<file path="src/rtl/tpd_pkg.sv">
package tpd_pkg;
  // strobes from the control half to the datapath half
  typedef struct packed {
    logic tickAdv;   // counter advances this clock
    logic loadWork;  // staged pair moves to working register
    logic takeHigh;  // coarse latch write
    logic takeLow;   // fine write, captures pair
  } tpdStrobe_t;
endpackage

</file>
<file path="src/rtl/tpd_ctrl.sv">
module tpd_ctrl
  import tpd_pkg::*;
#(
  parameter int DIV_RATIO = 3
) (
  input  logic       clk,
  input  logic       rstN,
  input  logic       wrHigh,
  input  logic       wrLow,
  input  logic       lastTick,
  output tpdStrobe_t strobe,
  output logic       pending
);
  localparam int DIV_W = (DIV_RATIO > 1) ? $clog2(DIV_RATIO) : 1;
  localparam logic [DIV_W-1:0] DIV_LAST = DIV_W'(DIV_RATIO - 1);

  logic [DIV_W-1:0] divCnt;
  logic             tickAdv;

  assign tickAdv = (divCnt == DIV_LAST);

  always_ff @(posedge clk or negedge rstN) begin
    if (!rstN) begin
      divCnt <= '0;
    end else if (tickAdv) begin
      divCnt <= '0;
    end else begin
      divCnt <= divCnt + 1'b1;
    end
  end

  // a fine write arms the transfer; the boundary consumes it
  always_ff @(posedge clk or negedge rstN) begin
    if (!rstN) begin
      pending <= 1'b0;
    end else if (wrLow) begin
      pending <= 1'b1;
    end else if (strobe.loadWork) begin
      pending <= 1'b0;
    end
  end

  always_comb begin
    strobe.tickAdv  = tickAdv;
    strobe.loadWork = tickAdv && lastTick && pending;
    strobe.takeHigh = wrHigh;
    strobe.takeLow  = wrLow;
  end
endmodule

</file>
<file path="src/rtl/tpd_datapath.sv">
module tpd_datapath
  import tpd_pkg::*;
#(
  parameter int FIELD_W = 7
) (
  input  logic               clk,
  input  logic               rstN,
  input  tpdStrobe_t         strobe,
  input  logic [FIELD_W-1:0] wrData,
  input  logic               invertOut,
  input  logic               pwmSel,
  input  logic               portBit,
  output logic               lastTick,
  output logic               pinOut
);
  localparam int CNT_W = 2 * FIELD_W;

  logic [FIELD_W-1:0] hiLatch;
  logic [CNT_W-1:0]   stage;
  logic [CNT_W-1:0]   work;
  logic [CNT_W-1:0]   cnt;
  logic [FIELD_W-1:0] tick;
  logic [FIELD_W-1:0] sub;
  logic [FIELD_W-1:0] workHi;
  logic [FIELD_W-1:0] workLo;
  logic [FIELD_W-1:0] subHit;
  logic               coarseLvl;
  logic               fineLvl;
  logic               pwmLevel;

  assign tick   = cnt[FIELD_W-1:0];
  assign sub    = cnt[CNT_W-1:FIELD_W];
  assign workHi = work[CNT_W-1:FIELD_W];
  assign workLo = work[FIELD_W-1:0];
  assign lastTick = (tick == {FIELD_W{1'b1}});

  always_ff @(posedge clk or negedge rstN) begin
    if (!rstN) begin
      hiLatch <= '0;
      stage   <= '0;
    end else begin
      if (strobe.takeHigh) hiLatch <= wrData;
      if (strobe.takeLow)  stage   <= {hiLatch, wrData};
    end
  end

  always_ff @(posedge clk or negedge rstN) begin
    if (!rstN) begin
      cnt  <= '0;
      work <= '0;
    end else begin
      if (strobe.tickAdv)  cnt  <= cnt + 1'b1;
      if (strobe.loadWork) work <= stage;
    end
  end

  // fine bit k picks sub indices with exactly (FIELD_W-1-k) trailing zeros
  for (genvar k = 0; k < FIELD_W; k++) begin : g_fineSel
    localparam int TZ = FIELD_W - 1 - k;
    localparam logic [FIELD_W-1:0] MASK = FIELD_W'((1 << (TZ + 1)) - 1);
    localparam logic [FIELD_W-1:0] LSB  = FIELD_W'(1 << TZ);
    assign subHit[k] = ((sub & MASK) == LSB);
  end

  assign coarseLvl = (tick >= ~workHi);
  assign fineLvl   = (tick == '0) && |(subHit & ~workLo);
  assign pwmLevel  = coarseLvl | fineLvl;

  always_ff @(posedge clk or negedge rstN) begin
    if (!rstN) begin
      pinOut <= 1'b0;
    end else begin
      pinOut <= pwmSel ? (pwmLevel ^ invertOut) : portBit;
    end
  end
endmodule

</file>
<file path="src/rtl/tuning_pwm_dac.sv">
module tuning_pwm_dac
  import tpd_pkg::*;
#(
  parameter int DIV_RATIO = 3,
  parameter int FIELD_W   = 7
) (
  input  logic               clk,
  input  logic               rstN,
  input  logic               wrHigh,
  input  logic               wrLow,
  input  logic [FIELD_W-1:0] wrData,
  input  logic               invertOut,
  input  logic               pwmSel,
  input  logic               portBit,
  output logic               pinOut
);
  tpdStrobe_t strobe;
  logic       pending;
  logic       lastTick;

  tpd_ctrl #(.DIV_RATIO(DIV_RATIO)) u_ctrl (
    .clk      (clk),
    .rstN     (rstN),
    .wrHigh   (wrHigh),
    .wrLow    (wrLow),
    .lastTick (lastTick),
    .strobe   (strobe),
    .pending  (pending)
  );

  tpd_datapath #(.FIELD_W(FIELD_W)) u_dp (
    .clk       (clk),
    .rstN      (rstN),
    .strobe    (strobe),
    .wrData    (wrData),
    .invertOut (invertOut),
    .pwmSel    (pwmSel),
    .portBit   (portBit),
    .lastTick  (lastTick),
    .pinOut    (pinOut)
  );
endmodule

</file>
<file path="config.mk">
export PLATFORM = sky130hd
export DESIGN_NAME = tuning_pwm_dac
export DESIGN_NICKNAME = d
export VERILOG_FILES = /design/src/rtl/tpd_pkg.sv /design/src/rtl/tpd_ctrl.sv /design/src/rtl/tpd_datapath.sv /design/src/rtl/tuning_pwm_dac.sv
export SDC_FILE = /design/constraint.sdc
export NUM_CORES = 1
export LEC_CHECK = 0
export BUFFER_PORTS_ARGS = -buffer_cell sky130_fd_sc_hd__buf_2
export CAP_MARGIN = 10
export CORE_MARGIN = 2
export CORE_UTILIZATION = 59
export DETAILED_ROUTE_END_ITERATION = 12
export PLACE_DENSITY = 0.8
export SLEW_MARGIN = 20
export SYNTH_ARGS = -nofsm -noshare
export SYNTH_HDL_FRONTEND = slang
export SYNTH_SLANG_ARGS = --single-unit
</file>
<file path="constraint.sdc">
create_clock -name clk -period 2.17 [get_ports clk]
set_input_delay 0 -clock clk [delete_from_list [all_inputs] [get_ports clk]]
set_output_delay 0 -clock clk [all_outputs]
set_load 0.005 [all_outputs]
</file>
* Yosys cells after proc, flatten, opt, wreduce, memory -nomap -nowiden
Index checks and enable logic that the tools add are counted.
Storage, ports and cells: register bits 53, input port bits 14
Cells by class: add/subtract/negate cells 2, magnitude comparators 1, equality and inequality tests 8, muxes and demuxes 4, bitwise logic cells 5, reduce and logical (&&, ||, !) cells 6
Operator list (count):
- adder 14 x 1 -> 14 bit (second input constant) | 1
- equality test 7 bit (second input constant) | 2
- inverter 7 bit | 2
- AND 7 bit | 1
- >= comparator 7 bit | 1
- logical NOT 7 bit | 1
- OR reduction 7 bit | 1
- equality test 6 bit (second input constant) | 1
- equality test 5 bit (second input constant) | 1
- equality test 2 bit (second input constant) | 2
- equality test 4 bit (second input constant) | 1
- equality test 3 bit (second input constant) | 1
- logical AND 1 bit | 3
- 2-to-1 mux 1 bit | 3
- adder 2 x 1 -> 2 bit (second input constant) | 1
- 2-to-1 mux 2 bit | 1
- nonzero test 2 bit | 1
- OR 1 bit | 1
- bitwise XOR 1 bit | 1

* Longest topological paths before layout
depth in word-level cells 7, depth in mapped cells 7

* Cells and area by module
From an unflattened synthesis, not the netlist that was laid out.
Unflattened totals: cell total of the unflattened synthesis 187, area total of the unflattened synthesis 2361.0 µm²
By module, submodules not included:
- tpd_datapath | instances 1, cells each 174, area an instance 2217.1 µm²
- tpd_ctrl | instances 1, cells each 13, area an instance 143.9 µm²

* Worst setup path before layout
OpenSTA, ideal clock, no wires.
path kind reg2reg, start reg u_ctrl.divCnt[0], end reg u_dp.work[10], library setup time 0.125 ns, data arrival time 1.427 ns, path slack 0.618 ns, stages on the path, launching flop included 8, path buffers 2, clock period less this slack 1.552 ns, path through dfrtp_1 -> nor2b_4 -> buf_6 -> nand4_4 -> nor2_4 -> nand2_4 -> buf_12 -> mux2_4
Between the ends: cells in the longest elaborated chain, start to end 3
RTL lines:
- from (decl) | RTL line tpd_ctrl.sv:17 | logic [DIV_W-1:0] divCnt;
- from (signal assigned) | RTL line tpd_ctrl.sv:28 | divCnt <= divCnt + 1'b1;
- equality test 2 bit | RTL line tpd_ctrl.sv:20 | assign tickAdv = (divCnt == DIV_LAST);
- logical AND 1 bit (2 in series) | RTL line tpd_ctrl.sv:45 | strobe.loadWork = tickAdv && lastTick && pending;
- to (signal assigned) | RTL line tpd_datapath.sv:53 | if (strobe.loadWork) work <= stage;
- to (decl) | RTL line tpd_datapath.sv:20 | logic [CNT_W-1:0] work;
Every way passes these cells. A chain may end at the register's enable or synchronous reset.

* Worst setup path after layout
start reg u_dp.cnt[5], end reg u_dp.pinOut
Between the ends: cells in the longest elaborated chain, start to end 5, elaborated cells between the ends (all ways) 6
RTL lines:
- from (decl) | RTL line tpd_datapath.sv:21 | logic [CNT_W-1:0] cnt;
- from (signal assigned) | RTL line tpd_datapath.sv:52 | if (strobe.tickAdv) cnt <= cnt + 1'b1;
- branches (longest 2 deep; another with >= comparator 7 bit)
- OR 1 bit * | RTL line tpd_datapath.sv:67 | assign pwmLevel = coarseLvl | fineLvl;
- bitwise XOR 1 bit * | RTL line tpd_datapath.sv:73 | pinOut <= pwmSel ? (pwmLevel ^ invertOut) : portBit;
- 2-to-1 mux 1 bit * | RTL line tpd_datapath.sv:73
- to (signal assigned) | RTL line tpd_datapath.sv:73
- to (decl) | RTL line tpd_datapath.sv:14 | output logic pinOut
Mark *: on every way between the ends.

==> flow_metrics.env <==
export IMPL_outcome="finished, final reports clean"
export IMPL_wire_per_inst_um=15.71
export IMPL_syn_to_final_growth_pct=11.02
export IMPL_critPathTopFamily="compound AO/OA/AOI/OAI gates"
export IMPL_synth_distinct_cells=37
export IMPL_grt_pass1_vias=1496
export IMPL_p_switching_uw=400.6
export IMPL_fin_crit_sh_pct=81.14
export IMPL_start_kind="flop"
export IMPL_sw_frac_of_total_pct=23.20
export IMPL_timing_rr_end="u_dp.pinOut"
export IMPL_mostFrequentLayoutCell="dfrtp_1"
export IMPL_ios=15
export IMPL_grt_start_max_net_pins=43
export IMPL_max_freq_mhz=567.9
export IMPL_antenna_found_initial=0
export IMPL_antenna_left=0
export IMPL_seq_area_frac_synth_pct=55.12
export IMPL_skew_ns=0.01433
export IMPL_clk_latency_ns=0.31
export IMPL_drc=0
export IMPL_cp_data_required_time_ns=2.40
export IMPL_worstPathMaxFanout=5
export IMPL_rr_worst_depth=6
export IMPL_fin_area_sq_um=2671
export IMPL_synth_top_area_share_pct=55.12
export IMPL_finalHoldViolCount=0
export IMPL_routed_wl_mm=4.006
export IMPL_firstDrtPassIters=4
export IMPL_final_nets=227
export IMPL_ys_top_cells_by_area="dfrtp_1 (55%), mux2_2 (12%), mux2_4 (6.2%)"
export IMPL_gp_congestion=0.7830
export IMPL_final_cell_mix="dfrtp_1 (53), mux2_2 (25), buf_2 (14)"
export IMPL_die_x_um=67.86
export IMPL_whs_path_depth=4
export IMPL_cp_arrival_ns=1.99
export IMPL_power_frac_clock_pct=32.2
export IMPL_clk_path_buf_depth=2
export IMPL_synth_seq_cells=53
export IMPL_path_clk_slew_ns=0.10
export IMPL_drive_above_1_share_pct=31.71
export IMPL_die_h_um=67.86
export IMPL_synthCells=180
export IMPL_via_per_inst=5.580
export IMPL_dieArea_sq_um=4605
export IMPL_port_buffers=14
export IMPL_core_area_sq_um=3971
export IMPL_min_path_type="input pin to flop"
export IMPL_r2r_slack_ns=0.41
export IMPL_rsz0062_at_grt="no"
export IMPL_synth_top_area_cell="dfrtp_1"
export IMPL_leakage_uw=0.001275
export IMPL_setup_viol=0
export IMPL_worst_pin_slew_ns=0.8907
export IMPL_numCtsBuffers=5
export IMPL_grtUsageTotal_pct=19.96
export IMPL_ir_worst_vdd_v=0.0007414
export IMPL_critical_path_class="flop to flop"
export IMPL_worstSetupEndpointType="flop"
export IMPL_drt_iter0_drc=89
export IMPL_start_util_pct=60.59
export IMPL_vias=1423
export IMPL_comb_power_share_pct=6.3
export IMPL_ctsHtreeMaxLevel=2
export IMPL_placedInstanceArea_sq_um=2500
export IMPL_gr_total_overflow=0
export IMPL_syn_avg_cell_area_sq_um=13.37
export IMPL_hpwl_mm=2.925
export IMPL_worstHoldStart="invertOut"
export IMPL_tritoncts="built"
export IMPL_slowest_delay_ns=0.46
export IMPL_intPower_uw=1326
export IMPL_fin_setup_tns_ns=0
export IMPL_slew_headroom_pct=40.62
export IMPL_path_buf_inv=0
export IMPL_slowest_stage="dfrtp_1"
export IMPL_rr_startpoint="u_dp.cnt[5]"
export IMPL_drv_slew=0
export IMPL_seqPwrFrac_pct=61.5
export IMPL_p_per_area_nw_per_um2=646.3
export IMPL_yosysWarnings=0
export IMPL_diodes=0
export IMPL_fin_crit_ns=1.761
export IMPL_rows=23
export IMPL_grt_pass1_wl_mm=6.665
export IMPL_netlist_area_sq_um=2406
export IMPL_maxCapViolCount=0
export IMPL_syn_num_nets=203
export IMPL_cts_root_buffer="clkbuf_8"
export IMPL_whs_endpoint="u_dp.pinOut"
export IMPL_cts_sinks=53
export IMPL_cp_cell_sequence="ha_1 -> a21o_1 -> a21oi_1 -> nand3_1 -> a211o_1 -> o211ai_1"
-- worst register-to-register path, stage by stage, from the launching register on --
cell      delay [ns]
dfrtp_1         0.46
ha_1            0.34
a21o_1          0.17
a21oi_1         0.24
nand3_1         0.12
a211o_1         0.28
o211ai_1        0.08
-- kinds of logic after synthesis --
logic type | after synthesis | synth area share (%)
flip-flops | 53 | 55.12
AND/OR/NAND/NOR | 43 | 10.61
multiplexers | 35 | 17.94
AO/OA/AOI/OAI | 15 | 4.056
XOR/XNOR | 13 | 4.732
buffers and inverters | 12 | 2.860
adder cells (fa/ha/maj) | 9 | 4.680
-- flip-flops by register name, indices dropped and copies added (netlist names) --
signal,cells
u_ctrl.divCnt,2
u_ctrl.pending,1
u_dp.cnt,14
u_dp.hiLatch,7
u_dp.pinOut,1
u_dp.stage,14
u_dp.work,14
-- cell usage after synthesis, drive strengths merged --
cell type and n:
a211o 1, o21ai 4, ha 9, o2111ai 1
nor4 1, clkbuf 4, buf 2, mux2 35
a31oi 1, xor2 2, nand2b 1, nand4 3
nand3 5, nor2 7, o22ai 2, nor3 2
xnor2 11, o211ai 1, a21oi 2, inv 6
nor3b 2, or2 1, a21o 2, or4b 1
nor2b 2, and2b 1, and3 3, a2111oi 1
dfrtp 53, nand2 14
-- power by group through the flow --
stage          Combinational, uW  Clock (uW)  Sequential (uW)
6_report                     109         556             1060
5_1_grt                      123         613             1070
4_1_cts                      112         570             1060
3_5_place_dp                 101           0             1080
3_3_place_gp                95.0           0             1080
2_1_floorplan               58.6           0             1070
-- metal layers --
layer | up-vias | wire length [um] | global-route usage (%)
li1 | 673 | - | -
met1 | 700 | 1799 | 24.70
met2 | 38 | 1969 | 32.97
met3 | 12 | 140 | 5.428
met4 | 0 | 96 | 8.750
met5 | - | 0 | 0
-- per-stage QoR --
step | utilization, % | hold WS, ns | total power [uW] | std cells | worst slack, ns
floorplan | - | -0.2956 | 1128 | 180 | 0.6179
global placement | 62.95 | 0.1592 | 1173 | 239 | 0.5309
detailed placement | 62.95 | 0.1806 | 1184 | 239 | 0.4255
CTS | 67.27 | 0.01653 | 1745 | 255 | 0.3922
global route | 67.27 | 0.04983 | 1803 | 255 | 0.3019
finish | 67.27 | 0.01737 | 1727 | 255 | 0.4092
-- what timing repair did --
item                                   CTS  global route
endpoints found under the hold margin   55             0
resized for setup                        0             0
buffers inserted                         0             0
hold buffers                             8             0
-- how the worst max path moves through the flow --
stage / startpoint / end / slack, ns / cells past startpoint
after floorplan: u_ctrl.divCnt[0] / u_dp.work[10] / 0.62 / 7
after global placement: u_dp.cnt[5] / u_dp.pinOut / 0.53 / 6
after detailed placement: u_dp.cnt[5] / u_dp.pinOut / 0.43 / 6
after CTS: u_dp.cnt[5] / u_dp.pinOut / 0.39 / 6
after global routing: u_dp.cnt[5] / u_dp.pinOut / 0.30 / 6
final: u_dp.cnt[5] / u_dp.pinOut / 0.41 / 6
-- final cells by class --
cell class              instances  area (sq um)
clock inverters                 3         22.52
clock buffers                   5         68.82
fillers                       276          1300
well taps                      50         62.56
flip-flops and latches         53          1326
repair buffers                 23         157.7
multi-input cells             115          1011
inverters                       6         22.52
No activity file was read; power rests on OpenSTA's default activity.
